==> src/rtl/hfc_pkg.sv <==
package hfc_pkg;
  localparam int NUM_Q  = 3;
  localparam int QSEL_W = 2;

  typedef struct packed {
    logic flush;
    logic block;
  } hfcStrobe_t;
endpackage

==> src/rtl/hfc_ctrl.sv <==
module hfc_ctrl
  import hfc_pkg::*;
#(
  parameter int REFRESH_PERIOD = 64
) (
  input  logic       clk,
  input  logic       hardRstN,
  input  logic       busInit,
  output hfcStrobe_t strb,
  output logic       refreshReq
);
  localparam int RW = $clog2(REFRESH_PERIOD);
  localparam logic [RW-1:0] REF_LAST = RW'(REFRESH_PERIOD - 1);

  logic          busInitQ;
  logic [RW-1:0] refCnt;

  always_ff @(posedge clk or negedge hardRstN) begin
    if (!hardRstN) begin
      busInitQ <= 1'b0;
      refCnt   <= '0;
    end else begin
      busInitQ <= busInit;
      refCnt   <= (refCnt == REF_LAST) ? '0 : refCnt + 1'b1;
    end
  end

  assign refreshReq = hardRstN && (refCnt == REF_LAST);
  assign strb.flush = busInit;
  assign strb.block = busInit | busInitQ;
endmodule

==> src/rtl/hfc_datapath.sv <==
module hfc_datapath
  import hfc_pkg::*;
#(
  parameter int QDEPTH    = 15,
  parameter int CFG_W     = 16,
  parameter int ERR_W     = 8,
  parameter int NUM_LINKS = 2,
  localparam int CNT_W    = $clog2(QDEPTH + 1)
) (
  input  logic                   clk,
  input  logic                   hardRstN,
  input  hfcStrobe_t             strb,
  input  logic                   reqValid,
  input  logic [QSEL_W-1:0]      reqQueue,
  output logic                   reqReady,
  input  logic                   serve,
  output logic [NUM_Q-1:0]       grantVec,
  output logic [NUM_Q-1:0]       qValid,
  output logic [NUM_Q*CNT_W-1:0] qCount,
  input  logic                   cfgWrEn,
  input  logic [CFG_W-1:0]       cfgWrData,
  output logic [CFG_W-1:0]       cfgRdData,
  input  logic [ERR_W-1:0]       errSet,
  input  logic [ERR_W-1:0]       errClr,
  output logic [ERR_W-1:0]       errStatus,
  input  logic [NUM_LINKS-1:0]   linkTrained,
  output logic [NUM_LINKS-1:0]   linkUp
);
  logic [CNT_W-1:0]  qCnt [NUM_Q];
  logic [NUM_Q-1:0]  qFull, incVec, decVec, readyVec;
  logic [QSEL_W-1:0] rrPtr, pick;
  logic              found;
  int                idx;

  // round-robin search from the pointer
  always_comb begin
    found = 1'b0;
    pick  = '0;
    idx   = 0;
    for (int k = 0; k < NUM_Q; k++) begin
      idx = int'(rrPtr) + k;
      if (idx >= NUM_Q) idx = idx - NUM_Q;
      if (!found && qValid[idx]) begin
        found = 1'b1;
        pick  = QSEL_W'(idx);
      end
    end
  end

  for (genvar i = 0; i < NUM_Q; i++) begin : g_q
    assign qFull[i]    = (qCnt[i] == CNT_W'(QDEPTH));
    assign qValid[i]   = (qCnt[i] != '0);
    assign readyVec[i] = (reqQueue == QSEL_W'(i)) && !qFull[i];
    assign incVec[i]   = reqValid && reqReady && (reqQueue == QSEL_W'(i));
    assign decVec[i]   = serve && found && !strb.flush && (pick == QSEL_W'(i));
    assign qCount[i*CNT_W +: CNT_W] = qCnt[i];

    always_ff @(posedge clk or negedge hardRstN) begin
      if (!hardRstN)       qCnt[i] <= '0;
      else if (strb.flush) qCnt[i] <= '0;
      else begin
        case ({incVec[i], decVec[i]})
          2'b10:   qCnt[i] <= qCnt[i] + 1'b1;
          2'b01:   qCnt[i] <= qCnt[i] - 1'b1;
          default: qCnt[i] <= qCnt[i];
        endcase
      end
    end
  end

  assign reqReady = !strb.block && (|readyVec);

  // arbiter state: flushed by bus-init
  always_ff @(posedge clk or negedge hardRstN) begin
    if (!hardRstN) begin
      rrPtr    <= '0;
      grantVec <= '0;
    end else if (strb.flush) begin
      rrPtr    <= '0;
      grantVec <= '0;
    end else if (serve && found) begin
      grantVec <= NUM_Q'(1) << pick;
      rrPtr    <= (pick == QSEL_W'(NUM_Q - 1)) ? '0 : pick + 1'b1;
    end else begin
      grantVec <= '0;
    end
  end

  // preserved state: only the hard reset clears it
  always_ff @(posedge clk or negedge hardRstN) begin
    if (!hardRstN) begin
      cfgRdData <= '0;
      errStatus <= '0;
      linkUp    <= '0;
    end else begin
      if (cfgWrEn) cfgRdData <= cfgWrData;
      errStatus <= (errStatus & ~errClr) | errSet;
      linkUp    <= linkTrained;
    end
  end
endmodule

==> src/rtl/bus_hang_flush.sv <==
module bus_hang_flush
  import hfc_pkg::*;
#(
  parameter int QDEPTH         = 15,
  parameter int CFG_W          = 16,
  parameter int ERR_W          = 8,
  parameter int NUM_LINKS      = 2,
  parameter int REFRESH_PERIOD = 64,
  localparam int CNT_W         = $clog2(QDEPTH + 1)
) (
  input  logic                   clk,
  input  logic                   hardRstN,
  input  logic                   busInit,
  input  logic                   reqValid,
  input  logic [1:0]             reqQueue,
  output logic                   reqReady,
  input  logic                   serve,
  output logic [2:0]             grantVec,
  output logic [2:0]             qValid,
  output logic [3*CNT_W-1:0]     qCount,
  input  logic                   cfgWrEn,
  input  logic [CFG_W-1:0]       cfgWrData,
  output logic [CFG_W-1:0]       cfgRdData,
  input  logic [ERR_W-1:0]       errSet,
  input  logic [ERR_W-1:0]       errClr,
  output logic [ERR_W-1:0]       errStatus,
  input  logic [NUM_LINKS-1:0]   linkTrained,
  output logic [NUM_LINKS-1:0]   linkUp,
  output logic                   refreshReq
);
  hfcStrobe_t strb;

  hfc_ctrl #(.REFRESH_PERIOD(REFRESH_PERIOD)) ctrl_i (
    .clk(clk), .hardRstN(hardRstN), .busInit(busInit),
    .strb(strb), .refreshReq(refreshReq)
  );

  hfc_datapath #(
    .QDEPTH(QDEPTH), .CFG_W(CFG_W), .ERR_W(ERR_W), .NUM_LINKS(NUM_LINKS)
  ) dp_i (
    .clk(clk), .hardRstN(hardRstN), .strb(strb),
    .reqValid(reqValid), .reqQueue(reqQueue), .reqReady(reqReady),
    .serve(serve), .grantVec(grantVec), .qValid(qValid), .qCount(qCount),
    .cfgWrEn(cfgWrEn), .cfgWrData(cfgWrData), .cfgRdData(cfgRdData),
    .errSet(errSet), .errClr(errClr), .errStatus(errStatus),
    .linkTrained(linkTrained), .linkUp(linkUp)
  );
endmodule

==> config.mk <==
export PLATFORM = sky130hd
export DESIGN_NAME = bus_hang_flush
export DESIGN_NICKNAME = d
export VERILOG_FILES = /design/src/rtl/hfc_pkg.sv /design/src/rtl/hfc_ctrl.sv /design/src/rtl/hfc_datapath.sv /design/src/rtl/bus_hang_flush.sv
export SDC_FILE = /design/constraint.sdc
export NUM_CORES = 1
export LEC_CHECK = 0
export BUFFER_PORTS_ARGS = -buffer_cell sky130_fd_sc_hd__clkbuf_2
export CAP_MARGIN = 20
export CORE_MARGIN = 2
export CORE_UTILIZATION = 25
export CTS_CLUSTER_SIZE = 40
export DETAILED_ROUTE_END_ITERATION = 10
export REMOVE_ABC_BUFFERS = 1
export SLEW_MARGIN = 20
export SYNTH_ARGS = -nofsm -noshare
export SYNTH_HDL_FRONTEND = slang
export SYNTH_SLANG_ARGS = --single-unit
==> constraint.sdc <==
create_clock -name clk -period 3 [get_ports clk]
set_clock_uncertainty 0.05 [all_clocks]
set_input_delay 0.6 -clock clk [delete_from_list [all_inputs] [get_ports clk]]
set_output_delay 0.6 -clock clk [all_outputs]
set_load 0.1 [all_outputs]
; After elaboration in Yosys (flattened, before gate mapping)
; Index checks and enable logic that the tools add are counted.
[word_totals]
inputBits = 42
elab_cells = 111
reg_bits = 50
out_inout_bits = 46
[classes]
n_shift = 1
mux = 30
add_sub_neg = 13
n_reduce_logical = 33
eq_ne = 14
n_bitwise = 4
order_cmp = 6
[op_table]
columns = op, n
row1 = less-than comparator 32 x 4 -> 1 bit (second input constant), 3
row2 = 2-to-1 mux 32 bit, 3
row3 = greater-or-equal comparator 32 x 3 -> 1 bit (second input constant), 2
row4 = subtractor 32 x 3 -> 32 bit (second input constant), 2
row5 = case mux 4 bit (2 select lines), 3
row6 = logical AND 1 bit, 16
row7 = adder 4 x 1 -> 4 bit (second input constant), 3
row8 = equality test 4 bit (second input constant), 3
row9 = 2-to-1 mux 2 bit, 6
row10 = 2-to-1 mux 4 bit, 3
row11 = nonzero test 4 bit, 3
row12 = subtractor 4 x 1 -> 4 bit (second input constant), 3
row13 = equality test 2 x 1 -> 1 bit (second input constant), 5
row14 = equality test 2 bit (second input constant), 5
row15 = 2-to-1 mux 1 bit, 9
row16 = nonzero test 3 bit, 3
row17 = AND 8 bit, 1
row18 = NOT 8 bit, 1
row19 = OR 8 bit, 1
row20 = logical NOT 1 bit, 7
row21 = adder 6 x 1 -> 6 bit (second input constant), 1
row22 = binary-select mux 1 bit (select 2 bit), 3
row23 = equality test 6 bit (second input constant), 1
row24 = 2-to-1 mux 3 bit, 2
row25 = 11 further kinds, 12

; Depth between registers and ports, before layout
; Gate-level depths: netlist of the first run.
[logic_depth]
ltp_word = 18
mapped_depth = 14
ltp_nobuf = 13

; By module
; A second synthesis of the first run with hierarchy kept.
[unflattened]
hier_cells = 278
hier_area_um2 = 2926.6
[by_module_without_submodules]
columns = mod, instances, area_each_um2, seq_area_each_um2, cells_per_inst
row1 = hfc_datapath, 1, 2633.8, 1076.0, 253
row2 = hfc_ctrl, 1, 292.8, 175.2, 25

; Least setup slack after synthesis of the first run
; Ideal clock, no wire load.
[synth_path]
path_kind = register to output
startpoint = reg dp_i.qCnt, in the netlist dp_i.qCount[4]
endpoint = out reqReady
t_arrival_ns = 3.498
t_required_ns = 2.350
path_slack_ns = -1.148
n_path_buf = 0
stages_incl_launch_ff = 5
path_cell_list = dfrtp_1 -> and4_1 -> a211oi_1 -> a31oi_1 -> nor3_1
[synth_via]
elab_chain_len = 5
[synth_rtl]
columns = element, line_no
row1 = from (decl), hfc_datapath.sv:29  ; logic [CNT_W-1:0] qCnt [NUM_Q];
row2 = "from (signal, indexed assignment)", hfc_datapath.sv:63  ; 2'b10: qCnt[i] <= qCnt[i] + 1'b1;
row3 = "from (signal, indexed assignment)", hfc_datapath.sv:64  ; 2'b01: qCnt[i] <= qCnt[i] - 1'b1;
row4 = "from (signal, indexed assignment)", hfc_datapath.sv:65  ; default: qCnt[i] <= qCnt[i];
row5 = equality test 4 bit, hfc_datapath.sv:51  ; assign qFull[i] = (qCnt[i] == CNT_W'(QDEPTH));
row6 = logical NOT 1 bit, hfc_datapath.sv:53  ; assign readyVec[i] = (reqQueue == QSEL_W'(i)) && !qFull[i];
row7 = logical AND 1 bit, hfc_datapath.sv:53
row8 = OR reduction 3 bit, hfc_datapath.sv:71  ; assign reqReady = !strb.block && (|readyVec);
row9 = logical AND 1 bit, hfc_datapath.sv:71
row10 = to (decl), bus_hang_flush.sv:16  ; output logic reqReady,
; Every way passes these cells.

; Worst setup path after layout of the first run
[layout_path]
startpoint = reg dp_i.qCnt, in the netlist dp_i.qCount[2]
endpoint = reg dp_i.qCnt, in the netlist dp_i.qCount[11]
[layout_via]
elab_chain_len = 17
word_cells_on_any_way = 36
classes_between = 4 x eq/ne / 17 x mux / 15 x reduce/logical
[layout_rtl]
columns = element, line_no
row1 = nonzero test 4 bit, hfc_datapath.sv:52  ; assign qValid[i] = (qCnt[i] != '0);
row2 = binary-select mux 1 bit (select 2 bit), hfc_datapath.sv:43  ; if (!found && qValid[idx]) begin
row3 = 2-to-1 mux 1 bit (not written as such) (2 in series), hfc_datapath.sv:43
row4 = 2-to-1 mux 1 bit, hfc_datapath.sv:43
row5 = logical NOT 1 bit, hfc_datapath.sv:43
row6 = logical AND 1 bit, hfc_datapath.sv:43
row7 = 2-to-1 mux 1 bit, hfc_datapath.sv:43
row8 = logical NOT 1 bit, hfc_datapath.sv:43
row9 = logical AND 1 bit, hfc_datapath.sv:43
row10 = 2-to-1 mux 1 bit, hfc_datapath.sv:43
row11 = logical AND 1 bit (3 in series), hfc_datapath.sv:55  ; assign decVec[i] = serve && found && !strb.flush && (pick == QSEL_W'(i));
row12 = equality test 2 x 1 -> 1 bit / equality test 2 bit (equally long branches), hfc_datapath.sv:62  ; case ({incVec[i], decVec[i]})
row13 = case mux 4 bit (2 select lines), hfc_datapath.sv:62
row14 = 2-to-1 mux 4 bit, hfc_datapath.sv:60  ; else if (strb.flush) qCnt[i] <= '0;
; Several ways; a longest one is shown, not always the timed one. The select of a mux whose other input is x is not followed.
; A chain may end at the register's enable or synchronous reset.

==> results of run 1 <==
through the flow:
step | std cells | util
finish | 472 | 0.3383
CTS | 468 | 0.3337
detailed placement | 460 | 0.3242
floorplan | 222 | -
global placement | 460 | 0.3242
global route | 472 | 0.3383
per-layer routing:
metal	share of wire	global-route usage
met4	0.0059	0.02505
met5	0	0
met1	0.46	0.1388
met3	0.049	0.02249
met2	0.48	0.1797
cells by family (layout without fill, tap and decap cells):
| family | count (synthesis) | after routing | share of synthesized area |
|---|---|---|---|
| xor+xnor | 7 | 7 | 0.02597 |
| fa+ha+maj | 13 | 13 | 0.06988 |
| simple gates | 57 | 57 | 0.1261 |
| compound gates | 52 | 52 | 0.1558 |
| flops | 50 | 50 | 0.4721 |
| buf+inv | 23 | 131 | 0.03777 |
| mux | 26 | 26 | 0.1124 |
worst max-delay path: cells and delay by family (launching register included):
kind                     cells  cell delay (ps)
AND/OR/NAND/NOR              2              590
flip-flops                   1              480
adder cells (fa/ha/maj)      1              240
buffers and inverters        1              120
multiplexers                 2              420
AO/OA/AOI/OAI                4              820
timing repair:
action | in CTS | in global routing
resized for setup | 0 | 4
buffers inserted | 0 | 4
endpoints found under the setup margin | 0 | 4
layout make-up:
| cell class | count | area [sq um] | area share |
|---|---|---|---|
| clock buffers | 5 | 68.82 | 0.01971 |
| clock inverters | 3 | 28.78 | 0.008241 |
| inverters | 17 | 63.81 | 0.01827 |
| multi-input cells | 155 | 1316 | 0.3769 |
| flip-flops and latches | 50 | 1251 | 0.3583 |
| well taps | 136 | 170.2 | 0.04873 |
| repair buffers | 106 | 593.1 | 0.1698 |
cell usage in the layout, fill, tap and decap left out, drive strengths merged, types with 2 or more instances in the layout:
master	count
nand2b	2
xnor2	3
nor3	5
nand2	12
clkbuf	91
dfrtp	50
mux2i	9
and2	2
a22o	2
o21ai	10
a31oi	3
o31ai	3
nor2b	9
inv	19
fa	3
a21o	12
nand3	5
ha	10
nand4	4
nor4	4
nor2	8
a22oi	2
a211oi	2
buf	20
a21oi	10
or4	2
mux2	17
xor2	4
sequential cells by signal, summed over array words and instances (netlist names):
name / cells
ctrl_i.refCnt: 6
dp_i.linkUp: 2
dp_i.grantVec: 3
ctrl_i.busInitQ: 1
dp_i.errStatus: 8
dp_i.cfgRdData: 16
dp_i.qCount: 12
dp_i.rrPtr: 2
worst max path at each step:
stage | from | end | slack, ps
floorplan | dp_i.qCount[4] | reqReady | -1150
global placement | dp_i.rrPtr[0] | dp_i.qCount[3] | 150
detailed placement | dp_i.rrPtr[0] | dp_i.qCount[3] | 50
CTS | dp_i.rrPtr[0] | dp_i.qCount[3] | 40
global route | dp_i.rrPtr[1] | dp_i.qCount[3] | 2
finish | dp_i.qCount[2] | dp_i.qCount[11] | 200
power groups by stage:
stage | sequential (mW) | clock (mW) | combinational [mW]
floorplan | 1.37 | 0 | 0.717
global placement | 0.827 | 0 | 1.62
detailed placement | 0.830 | 0 | 1.63
CTS | 0.817 | 0.454 | 1.64
global route | 0.828 | 0.477 | 1.75
finish | 0.817 | 0.427 | 1.66
==> results_dict.tcl, run 1 <==
set metrics [dict create \
    status "finished, final reports clean" \
    hp-class "in2reg" \
    rrSetupSlack_ps 200 \
    postSynthAreaPerCell_sq_um 11.62 \
    ys_seq_area_frac 0.4721 \
    synth_top_area_cell "dfrtp_1" \
    setup_violations 0 \
    switching_share 0.5288 \
    core_area_sq_mm 0.01032 \
    syn-cell-area_sq_mm 0.002650 \
    p_total_mw 2.903 \
    async_flop_share 1.000 \
    dieArea_sq_mm 0.01144 \
    drt_iter0_markers 72 \
    cp_cell_sequence "nor4_4 -> inv_2 -> a22o_1 -> a211oi_2 -> and3_1 -> ha_1 -> a21o_1 -> a21oi_1 -> mux2i_1 -> mux2i_1" \
    final_area_sq_mm 0.003492 \
    clk_latency_ps 300 \
    path_max_fanout 5 \
    io_buffers 87 \
    p_leak_nw 1.796 \
    fin_ws_ps 195.2 \
    timing.fmax_mhz 356.5 \
    hold_ws_ps 351.7 \
    internal_power_mw 1.368 \
    power_density_mw_per_mm2 831.2 \
    tritoncts.num_buffers 5 \
    cts_num_sinks 50 \
    firstDrtPassIters 4 \
    synth.distinct_cells 56 \
    yosys_warnings 0 \
    track_usage 0.1061 \
    yosysTopAreaCellShare 0.4721 \
    cts_tree "yes" \
    grt_max_degree 51 \
    synth.area.top_cells "dfrtp_1, mux2_2, ha_1, a21o_1, mux2i_1" \
    critPathKind "reg2reg" \
    path_common_cell "mux2i_1" \
    yosysMostFrequentCell "dfrtp_1" \
    slowest_stage "dfrtp_1" \
    cap_violations 0 \
    p_sw_mw 1.535 \
    wl_per_cell_microns 12.90 \
    maxSlewViolCount 0 \
    hold_buffers 0 \
    syn2layout_area_growth_pct 31.78 \
    antenna_cells 0 \
    synthFlopType "dfrtp_1" \
    hold_end "dp_i.linkUp[0]" \
    grt_pass1_vias 2006 \
    ir_drop_mv 0.4041 \
    nFillCells 1044 \
    synth_edf_count 0 \
    place_area_sq_mm 0.003347 \
    ys_ff_latch 50 \
    seq_power_share 0.282 \
    worst_setup_path_start_kind "register" \
    worst_slew_pin_slew_ps 664.3 \
    antenna_left 0 \
    dr_total_vias 2087 \
    io_pins 88 \
    avgViaCountPerCell 4.422 \
    remaining_drc_errors 0 \
    required_ps 3180 \
    netlist_instances 228 \
    fin_crit_ps 2805 \
    synth_top_cells_by_count "dfrtp_1, mux2_2, inv_1" \
    hold_depth 1 \
    combPwrFrac 0.571 \
    nNetsFinal 390 \
    clock-root-buffer "clkbuf_8" \
    start_util 0.2567 \
    arrival_ps 2990 \
    p_clk_frac 0.147 \
    worst_r2r_path_depth 10 \
    rsz0062_at_grt "yes" \
    grt_overflow 0 \
    hold_start "linkTrained[0]" \
    r2r-end "dp_i.qCount[11]" \
    die_x_microns 107.0 \
    cts_buffer_depth 2 \
    timing.final.hold_violations 0 \
    rows 37 \
    die_h_microns 107.0 \
    antenna_found_initial 0 \
    slew_headroom 0.5571 \
    htreeDepth 2 \
    clkTransAtPathRegs_ps 100 \
    slowest_delay_ps 480 \
    pre_cts_ws_ps 54.71 \
    finalWirelength_microns 6088 \
    r2r-start "dp_i.qCount[2]" \
    post-route-period-util 0.9349 \
    final_layout_size_suffix_gt1_frac 0.4494 \
    hpwl_microns 4737 \
    worstSetupEndpointType "register" \
    finalSetupTns_ps 0 \
    grt_pass1_wl_microns 9618 \
    gp_congestion 0.8199 \
]
(Power assumes the default switching activity.)
==> run 2, diff against run 1 <==
- GPL_TIMING_DRIVEN: default -> 0
==> results_dict.tcl, run 2 (synthesis gave the netlist of run 1 again) <==
set metrics [dict create \
    nNetsFinal 384 \
    p_leak_nw 1.761 \
    fin_crit_ps 2908 \
    avgViaCountPerCell 4.511 \
    hold_buffers 0 \
    die_x_microns 107.0 \
    hold_ws_ps 313.1 \
    dieArea_sq_mm 0.01144 \
    power_density_mw_per_mm2 852.4 \
    hpwl_microns 4402 \
    cts_buffer_depth 2 \
    clock-root-buffer "clkbuf_8" \
    cts_tree "yes" \
    fin_cells 466 \
    post-route-period-util 0.9692 \
    antenna_left 0 \
    antenna_cells 0 \
    grt_overflow 0 \
    grt_max_degree 52 \
    worstSetupEndpointType "register" \
    cap_violations 0 \
    critPathKind "reg2reg" \
    firstDrtPassIters 6 \
    track_usage 0.1023 \
    timing.fmax_mhz 343.9 \
    core_area_sq_mm 0.01032 \
    io_buffers 87 \
    drt_iter0_markers 68 \
    layout_commonest_cell "clkbuf_2" \
    timing.final.hold_violations 0 \
    tritoncts.num_buffers 5 \
    ir_drop_mv 0.4619 \
    io_pins 88 \
    final_util 0.3418 \
    syn2layout_area_growth_pct 33.14 \
    seq_area_sq_mm 0.001257 \
    largest_register "dp_i.cfgRdData" \
    slew_headroom 0.3901 \
    grt_pass1_vias 1964 \
    antenna_found_initial 0 \
    dr_total_vias 2102 \
    clkTransAtPathRegs_ps 100 \
    nFillCells 1054 \
    maxSlewViolCount 0 \
    cts_num_sinks 50 \
    arrival_ps 3080 \
    multiInputGateArea_sq_mm 0.001391 \
    placed_cells 445 \
    pre_cts_ws_ps -277.7 \
    largest_reg_flops 16 \
    htreeDepth 2 \
    remaining_drc_errors 0 \
    rows 37 \
    finalSetupTns_ps 0 \
    start_util 0.2567 \
    mostFrequentLayoutCells "clkbuf_2, dfrtp_1, mux2_2" \
    fin_ws_ps 92.45 \
    setup_violations 0 \
    finalWirelength_microns 6042 \
    gp_congestion 0.8338 \
    clk_latency_ps 300 \
    hp-class "in2async" \
    die_h_microns 107.0 \
    worst_setup_path_start_kind "register" \
    status "finished, final reports clean" \
    wl_per_cell_microns 12.97 \
    path_max_fanout 6 \
    required_ps 3180 \
    grt_pass1_wl_microns 9370 \
    final_layout_size_suffix_gt1_frac 0.4879 \
    worst_slew_pin_slew_ps 906.5 \
]
## run 2: worst paths after layout
| check | start | end | slack [ps] | depth (start not counted) |
|---|---|---|---|---|
| setup / recovery | dp_i.qCount[9] | dp_i.qCount[7] | 90 | 11 |
| hold / removal | hardRstN | dp_i.cfgRdData[9] | 310 | 1 |
| setup reg to reg | dp_i.qCount[9] | dp_i.qCount[7] | 90 | 11 |
| hold reg to reg | dp_i.errStatus[7] | dp_i.errStatus[7] | 430 | 1 |
| max in group asynchronous | hardRstN | dp_i.qCount[8] | 2060 | 1 |
| min in group clk | linkTrained[0] | dp_i.linkUp[0] | 360 | 1 |
## run 2: critical path, cell delays in order, from the launching register on
cell and delay [ps]:
dfrtp_2 480, or4_4 630, mux2i_4 190, a22o_4 160, o221ai_4 110, nor2_2 180, ha_1 250, a21o_1 190
a21oi_2 150, nor2b_1 60, mux2i_1 180, mux2i_1 210
## run 2: through the flow
step / power (mW) / instance area, sq um
2_1_floorplan: 2.090 / 2614
3_3_place_gp: 2.358 / 3219
3_5_place_dp: 2.379 / 3222
4_1_cts: 2.892 / 3379
5_1_grt: 3.171 / 3528
6_report: 3.008 / 3528
## run 2: power breakdown
group	switching [mW]	internal (mW)	total (mW)	leakage (nW)
sequential	0.0962	0.755	0.851	0.604
combinational	1.23	0.475	1.70	1.10
clock	0.218	0.233	0.451	0.0575
total	1.54	1.46	3.01	1.76
## run 2: metal layers
metal / track usage / wire (microns) / up-vias
met5: 0 / 0 / -
met4: 0.02319 / 36 / 0
met3: 0.02188 / 291 / 5
met2: 0.1738 / 2994 / 65
met1: 0.1335 / 2720 / 1013
li1: - / - / 1019
## run 2: final cells by class
cell class | count | area share
Clock buffer | 8 | 0.03121
Sequential cell | 50 | 0.3564
Inverter | 17 | 0.01809
Multi-Input combinational cell | 155 | 0.3943
Tap cell | 136 | 0.04823
Timing Repair Buffer | 100 | 0.1518
## run 2: repair_timing
item                                    in CTS  in global routing
gates resized for setup                      5                 19
pin swaps                                    5                  9
cloned                                       0                  0
setup buffers                                5                  8
endpoints found under the setup margin       3                  4
